`src/rtl/ssx_pkg.sv`:
```
package ssx_pkg;
    localparam int CHAR_W = 8;
    localparam int CNT_W  = $clog2(CHAR_W);

    typedef logic [CHAR_W-1:0] char_t;

    typedef struct packed {
        char_t            hold;
        logic             hold_vld;
        char_t            shreg;
        logic [CNT_W-1:0] bit_idx;
        logic             sclk;
        logic             sdo;
        logic             busy;
    } tx_state_t;

    typedef struct packed {
        char_t shreg;
        char_t hold;
        logic  full;
        logic  ovr;
    } rx_state_t;
endpackage

```
`src/rtl/ssx_phase_timer.sv`:
```
module ssx_phase_timer #(
    parameter int DIV_W = 8
) (
    input  logic             clk,
    input  logic             rst_n,
    input  logic             run,
    input  logic [DIV_W-1:0] div,
    output logic             tick
);
    logic [DIV_W-1:0] cnt_d, cnt_q;

    always_comb begin
        tick  = run && (cnt_q == div);
        cnt_d = (!run || tick) ? '0 : DIV_W'(cnt_q + 1'b1);
    end

    always_ff @(posedge clk or negedge rst_n) begin
        if (!rst_n) cnt_q <= '0;
        else        cnt_q <= cnt_d;
    end
endmodule

```
`src/rtl/ssx_tx.sv`:
```
module ssx_tx
    import ssx_pkg::*;
(
    input  logic  clk,
    input  logic  rst_n,
    input  logic  tick,
    input  logic  wr,
    input  char_t wdata,
    output logic  sclk,
    output logic  sdo,
    output logic  busy,
    output logic  empty,
    output logic  rise,
    output logic  last
);
    tx_state_t s_d, s_q;

    localparam logic [CNT_W-1:0] LAST_IDX = CNT_W'(CHAR_W - 1);

    always_comb begin
        s_d  = s_q;
        rise = 1'b0;
        last = 1'b0;
        if (!s_q.busy) begin
            if (s_q.hold_vld) begin
                s_d.shreg    = s_q.hold;
                s_d.sdo      = s_q.hold[0];
                s_d.bit_idx  = '0;
                s_d.sclk     = 1'b0;
                s_d.busy     = 1'b1;
                s_d.hold_vld = 1'b0;
            end
        end else if (tick) begin
            if (!s_q.sclk) begin
                s_d.sclk = 1'b1;
                rise     = 1'b1;
                last     = (s_q.bit_idx == LAST_IDX);
            end else if (s_q.bit_idx == LAST_IDX) begin
                if (s_q.hold_vld) begin
                    s_d.shreg    = s_q.hold;
                    s_d.sdo      = s_q.hold[0];
                    s_d.bit_idx  = '0;
                    s_d.sclk     = 1'b0;
                    s_d.hold_vld = 1'b0;
                end else begin
                    s_d.busy = 1'b0;
                end
            end else begin
                s_d.sclk    = 1'b0;
                s_d.shreg   = s_q.shreg >> 1;
                s_d.sdo     = s_q.shreg[1];
                s_d.bit_idx = s_q.bit_idx + 1'b1;
            end
        end
        if (wr) begin
            s_d.hold     = wdata;
            s_d.hold_vld = 1'b1;
        end
    end

    always_ff @(posedge clk or negedge rst_n) begin
        if (!rst_n) begin
            s_q      <= '0;
            s_q.sclk <= 1'b1;
            s_q.sdo  <= 1'b1;
        end else begin
            s_q <= s_d;
        end
    end

    assign sclk  = s_q.sclk;
    assign sdo   = s_q.sdo;
    assign busy  = s_q.busy;
    assign empty = !s_q.hold_vld;
endmodule

```
`src/rtl/ssx_rx.sv`:
```
module ssx_rx
    import ssx_pkg::*;
(
    input  logic  clk,
    input  logic  rst_n,
    input  logic  rise,
    input  logic  last,
    input  logic  sdi,
    input  logic  rd,
    output char_t data,
    output logic  full,
    output logic  ovr
);
    rx_state_t s_d, s_q;

    always_comb begin
        s_d = s_q;
        if (rd) begin
            s_d.full = 1'b0;
            s_d.ovr  = 1'b0;
        end
        if (rise) begin
            s_d.shreg = {sdi, s_q.shreg[CHAR_W-1:1]};
            if (last) begin
                if (s_d.full) begin
                    s_d.ovr = 1'b1;
                end else begin
                    s_d.hold = s_d.shreg;
                    s_d.full = 1'b1;
                end
            end
        end
    end

    always_ff @(posedge clk or negedge rst_n) begin
        if (!rst_n) s_q <= '0;
        else        s_q <= s_d;
    end

    assign data = s_q.hold;
    assign full = s_q.full;
    assign ovr  = s_q.ovr;
endmodule

```
`src/rtl/sync_serial_xcvr.sv`:
```
module sync_serial_xcvr
    import ssx_pkg::*;
#(
    parameter int DIV_W = 8
) (
    input  logic             clk,
    input  logic             rst_n,
    input  logic [DIV_W-1:0] div_i,
    input  logic             tx_wr_i,
    input  logic [7:0]       tx_data_i,
    output logic             tx_empty_o,
    input  logic             rx_rd_i,
    output logic [7:0]       rx_data_o,
    output logic             rx_full_o,
    output logic             rx_ovr_o,
    output logic             sclk_o,
    output logic             sdo_o,
    input  logic             sdi_i
);
    logic tick, busy, rise, last;

    ssx_phase_timer #(.DIV_W(DIV_W)) u_timer (
        .clk  (clk),
        .rst_n(rst_n),
        .run  (busy),
        .div  (div_i),
        .tick (tick)
    );

    ssx_tx u_tx (
        .clk  (clk),
        .rst_n(rst_n),
        .tick (tick),
        .wr   (tx_wr_i),
        .wdata(tx_data_i),
        .sclk (sclk_o),
        .sdo  (sdo_o),
        .busy (busy),
        .empty(tx_empty_o),
        .rise (rise),
        .last (last)
    );

    ssx_rx u_rx (
        .clk  (clk),
        .rst_n(rst_n),
        .rise (rise),
        .last (last),
        .sdi  (sdi_i),
        .rd   (rx_rd_i),
        .data (rx_data_o),
        .full (rx_full_o),
        .ovr  (rx_ovr_o)
    );
endmodule

```
`config.mk`:
```
export PLATFORM = sky130hd
export DESIGN_NAME = sync_serial_xcvr
export DESIGN_NICKNAME = d
export VERILOG_FILES = /design/src/rtl/ssx_pkg.sv /design/src/rtl/ssx_phase_timer.sv /design/src/rtl/ssx_tx.sv /design/src/rtl/ssx_rx.sv /design/src/rtl/sync_serial_xcvr.sv
export SDC_FILE = /design/constraint.sdc
export NUM_CORES = 1
export LEC_CHECK = 0
export ABC_AREA = 1
export BUFFER_PORTS_ARGS = -buffer_cell sky130_fd_sc_hd__clkbuf_2
export CAP_MARGIN = 20
export CORE_ASPECT_RATIO = 0.9
export CORE_MARGIN = 3
export CORE_UTILIZATION = 49
export CTS_BUF_LIST = sky130_fd_sc_hd__clkbuf_4 sky130_fd_sc_hd__clkbuf_8
export CTS_CLUSTER_DIAMETER = 40
export CTS_CLUSTER_SIZE = 14
export DETAILED_ROUTE_END_ITERATION = 16
export PLACE_DENSITY = 0.69
export SETUP_SLACK_MARGIN = 0.15
export SLEW_MARGIN = 20
export SYNTH_ARGS = -nofsm -noshare
export SYNTH_HDL_FRONTEND = slang
export SYNTH_SLANG_ARGS = --single-unit
```
`constraint.sdc`:
```
create_clock -name clk -period 2.1 [get_ports clk]
set_input_delay 0.105 -clock clk [delete_from_list [all_inputs] [get_ports clk]]
set_output_delay 0.105 -clock clk [all_outputs]
set_load 0.005 [all_outputs]
```
==> tab_implementation.tex <==
\begin{tabular}{lr}
\hline
Metric & Value \\
\hline
\multicolumn{2}{l}{\textbf{Global route}} \\
Global Route Usage Sum & 17.6\% \\
Global-route wire length before repair & 8910 µm \\
Number of antenna violations at the first check in global routing & 0 \\
Number of global-route vias before repair & 1998 \\
Sum of overflow across all layers after global routing & 0 \\
Largest net degree at the start of global routing & 48 \\
\multicolumn{2}{l}{\textbf{Route}} \\
Via density per instance & 4.91 \\
Wire length reported by the detailed router & 5090 µm \\
Detailed-route DRC error count & 0 \\
Number of nets still failing antenna checks after routing & 0 \\
Per-cell routed wire length & 11.5 µm \\
DRT Pass-1 Iters & 4 \\
Routed vias & 2175 \\
Iter 0 DRT Violations & 98 \\
\multicolumn{2}{l}{\textbf{Critical path}} \\
Crit path largest cell delay & 420 ps \\
Type of the setup path with the least slack & reg2reg \\
Critical Path End Type & flip-flop \\
Critical R2R Launch & u\_tx.s\_q[3]\$\_DFFE\_PN0P\_ \\
Required time worst endpoint & 2300 ps \\
Internal reg-to-reg setup slack & 370 ps \\
Arrival @ worst endpoint & 1930 ps \\
CP max FO & 12 \\
Cell breakdown of the critical path & ha\_1 > ha\_4 > inv\_2 > nor2\_1 > inv\_1 > nor2\_8 > inv\_2 > nand2\_1 > nand2\_1 \\
Beginning of the critical path & u\_tx.s\_q[3]\$\_DFFE\_PN0P\_ \\
Standard cell with the maximum stage delay on the critical path & sky130\_fd\_sc\_hd\_\_dfrtp\_1 \\
Type of origin of the critical path & flip-flop \\
Destination of the worst register-to-register timing path & u\_rx.ovr\$\_DFF\_PN0\_ \\
Logic depth of the worst register-to-register path & 9 \\
\multicolumn{2}{l}{\textbf{Run status}} \\
Run status & complete, no violations \\
\multicolumn{2}{l}{\textbf{STA}} \\
Final count of pins violating max slew & 0 \\
Worst Clk Skew & 5.59 ps \\
Unrepaired setup endpoints after global routing & no \\
Final critical-path share of the clock period & 82.3\% \\
Number of setup violations in the final report & 0 \\
Setup TNS Final & 0 ps \\
Slew at the pin closest to its max-slew limit & 579 ps \\
Fin. Hold Viols & 0 \\
Period minus WS final & 1730 ps \\
Normalized max-slew margin & 61.4\% \\
Maximum frequency from static timing analysis & 579 MHz \\
\multicolumn{2}{l}{\textbf{Clock network}} \\
\# clock sinks & 47 \\
Buffers inserted by post-CTS timing repair & 0 \\
Htree depth & 2 \\
Clock Root Buffer & sky130\_fd\_sc\_hd\_\_clkbuf\_8 \\
CTS buffer count & 5 \\
CTS max path bufs & 2 \\
Clock tree from TritonCTS & yes \\
Clock latency on the worst-skew pair & 300 ps \\
Clock transition time at the flip-flop clock pins of the worst setup and hold paths & 90 ps \\
\multicolumn{2}{l}{\textbf{Finish}} \\
Fraction of final layout cells sized beyond drive strength 1 & 21.2\% \\
Final instance area & 2980 µm² \\
Number of nets at the end of the flow & 401 \\
Antenna cells & 0 \\
Area Overhead vs Synth & 13.0\% \\
\multicolumn{2}{l}{\textbf{Flow run}} \\
Count of maximum capacitance violations & 0 \\
\multicolumn{2}{l}{\textbf{Hold path}} \\
Startpoint of the tightest hold check path & sdi\_i \\
Min-delay worst type & in2reg \\
Worst hold path endpoint & u\_rx.s\_q[17]\$\_DFFE\_PN0P\_ \\
Hold path depth & 3 \\
\multicolumn{2}{l}{\textbf{Die}} \\
Die Outline Area & 6310 µm² \\
Core Box Area & 5010 µm² \\
Number of top-level design ports & 34 \\
Placement row count & 24 \\
Initial Utilization & 52.6\% \\
Height of the die & 75.6 µm \\
Die boundary width & 83.4 µm \\
\multicolumn{2}{l}{\textbf{Synth}} \\
Synthesis Warnings & 0 \\
Cell taking the most area after synthesis & sky130\_fd\_sc\_hd\_\_dfrtp\_1 \\
Total nets after synthesis & 368 \\
Area share of the leading cell type in the synthesized netlist & 42.7\% \\
Part of the Yosys area used for sequential elements & 44.6\% \\
Cells after synthesis & 344 \\
Syn Std Cell Area & 2640 µm² \\
Synth Register Bits & 47 \\
Syn Area/Cell & 7.67 µm² \\
Top cells by area, synth & sky130\_fd\_sc\_hd\_\_dfrtp\_1 (43\%), sky130\_fd\_sc\_hd\_\_nand2\_1 (20\%), sky130\_fd\_sc\_hd\_\_nand3\_1 (5.5\%), sky130\_fd\_sc\_hd\_\_inv\_1 (3.1\%), sky130\_fd\_sc\_hd\_\_nand2\_2 (3.1\%) \\
Count of unique library cells instantiated by Yosys & 32 \\
\multicolumn{2}{l}{\textbf{Pwr}} \\
Total power & 2.42 mW \\
Power density over cell area & 811 nW/µm² \\
Leakage power & 1.68 nW \\
IR drop worst, VDD & 0.377 mV \\
\multicolumn{2}{l}{\textbf{Placed design}} \\
RePlAce Congestion & 0.826 \\
Placed instance area & 2800 µm² \\
Count of input and output buffers & 33 \\
DPL Wire Length & 3630 µm \\
\hline
\end{tabular}
==> routing by layer <==
metal / global-route usage [%] / vias to the layer above / share of wire [%]
met2: 31.6 / 35 / 48
li1: - / 1136 / -
met5: 0 / - / 0
met4: 5.44 / 0 / 1.3
met1: 21.7 / 999 / 47
met3: 3.89 / 5 / 3.4
==> placed cells by master (no fill, tap or decap), types with 4 or more instances in the layout <==
cell type	count
sky130_fd_sc_hd__dfrtp_1	45
sky130_fd_sc_hd__nor2_1	16
sky130_fd_sc_hd__nor3b_1	4
sky130_fd_sc_hd__clkbuf_8	6
sky130_fd_sc_hd__inv_1	22
sky130_fd_sc_hd__clkbuf_2	33
sky130_fd_sc_hd__inv_2	8
sky130_fd_sc_hd__nand4_1	9
sky130_fd_sc_hd__nand3_1	29
sky130_fd_sc_hd__o21ai_1	7
sky130_fd_sc_hd__nand2_1	141
sky130_fd_sc_hd__dlygate4sd3_1	7
sky130_fd_sc_hd__o21ai_0	6
sky130_fd_sc_hd__nand2_2	13
==> power breakdown <==
group | switching [mW] | internal [mW] | total [mW]
combinational | 0.384 | 0.258 | 0.642
sequential | 0.158 | 1.04 | 1.20
clock | 0.311 | 0.269 | 0.579
==> what timing repair did <==
item,CTS,global route
resized for setup,0,2
hold endpoints to repair,51,0
endpoints found under the setup margin,0,21
hold buffers,7,0
==> cell type report <==
cell class | count | area (µm²)
clock inverter | 2 | 16.3
fill | 464 | 2030
tap | 65 | 81.3
clock buffer | 6 | 82.6
multi-input combinational | 248 | 1250
timing repair buffer | 43 | 258
inverter | 32 | 120
sequential | 47 | 1180
==> cell families after synthesis <==
kind of cell	synth area share [%]
AO/OA/AOI/OAI	3.65
adder cells (fa/ha/maj)	1.42
buffers and inverters	8.62
flip-flops	44.6
XOR/XNOR	0.995
AND/OR/NAND/NOR	40.7
==> worst max-delay path by stage <==
stage | end | cells past startpoint
2_1_floorplan | u_tx.s_q[10]$_DFFE_PN0P_ | 9
3_3_place_gp | u_rx.ovr$_DFF_PN0_ | 9
3_5_place_dp | u_rx.ovr$_DFF_PN0_ | 9
4_1_cts | u_rx.ovr$_DFF_PN0_ | 9
5_1_grt | u_rx.ovr$_DFF_PN0_ | 9
6_report | u_rx.ovr$_DFF_PN0_ | 9
==> synthesized netlist by cell type <==
library cell,instances
sky130_fd_sc_hd__clkinv_1,2
sky130_fd_sc_hd__clkbuf_2,1
sky130_fd_sc_hd__nor3b_1,4
sky130_fd_sc_hd__nor2_8,3
sky130_fd_sc_hd__ha_1,3
sky130_fd_sc_hd__o21ai_1,7
sky130_fd_sc_hd__buf_4,9
sky130_fd_sc_hd__or2_2,1
sky130_fd_sc_hd__o21ai_0,6
sky130_fd_sc_hd__nand2_8,1
sky130_fd_sc_hd__nor3_1,2
sky130_fd_sc_hd__a21oi_4,1
sky130_fd_sc_hd__nand4_1,9
sky130_fd_sc_hd__xnor2_1,1
sky130_fd_sc_hd__nand2_2,13
sky130_fd_sc_hd__inv_2,8
sky130_fd_sc_hd__nand3_4,1
sky130_fd_sc_hd__nor2_1,16
sky130_fd_sc_hd__inv_1,22
sky130_fd_sc_hd__xor2_1,2
sky130_fd_sc_hd__clkbuf_1,4
sky130_fd_sc_hd__nand3_1,29
sky130_fd_sc_hd__dfstp_2,2
sky130_fd_sc_hd__buf_6,1
sky130_fd_sc_hd__nand2_4,2
sky130_fd_sc_hd__dfrtp_1,45
sky130_fd_sc_hd__nand4_2,1
sky130_fd_sc_hd__nor2_4,2
sky130_fd_sc_hd__buf_2,1
sky130_fd_sc_hd__a21oi_1,3
sky130_fd_sc_hd__buf_1,1
sky130_fd_sc_hd__nand2_1,141
==> stage by stage <==
| step | hold WS, ps | utilization [%] | std cells | setup WS (ps) |
|---|---|---|---|---|
| 5_1_grt | 17.3 | 59.5 | 443 | 209 |
| 6_report | 8.75 | 59.5 | 443 | 372 |
| 3_5_place_dp | 234 | 55.9 | 428 | 177 |
| 4_1_cts | 0.886 | 59.2 | 443 | 162 |
| 2_1_floorplan | -191 | - | 344 | 592 |
| 3_3_place_gp | 233 | 55.9 | 428 | 308 |
==> flip-flops by register name, indices dropped and copies added, names as in the netlist <==
register	count
u_tx.sclk	1
u_tx.s_q	19
u_rx.ovr	1
u_timer.cnt_q	8
u_rx.full	1
u_rx.s_q	7
u_rx.data	8
u_tx.sdo	1
u_tx.busy	1
==> worst max-delay path, delay by kind of cell, from the launching register on <==
family | cells | cell delay (ps)
adders and majority gates | 2 | 450
buffers and inverters | 3 | 280
DFF | 1 | 420
and+or+nand+nor | 4 | 480
Note: power is estimated with default switching activity, not from simulation.
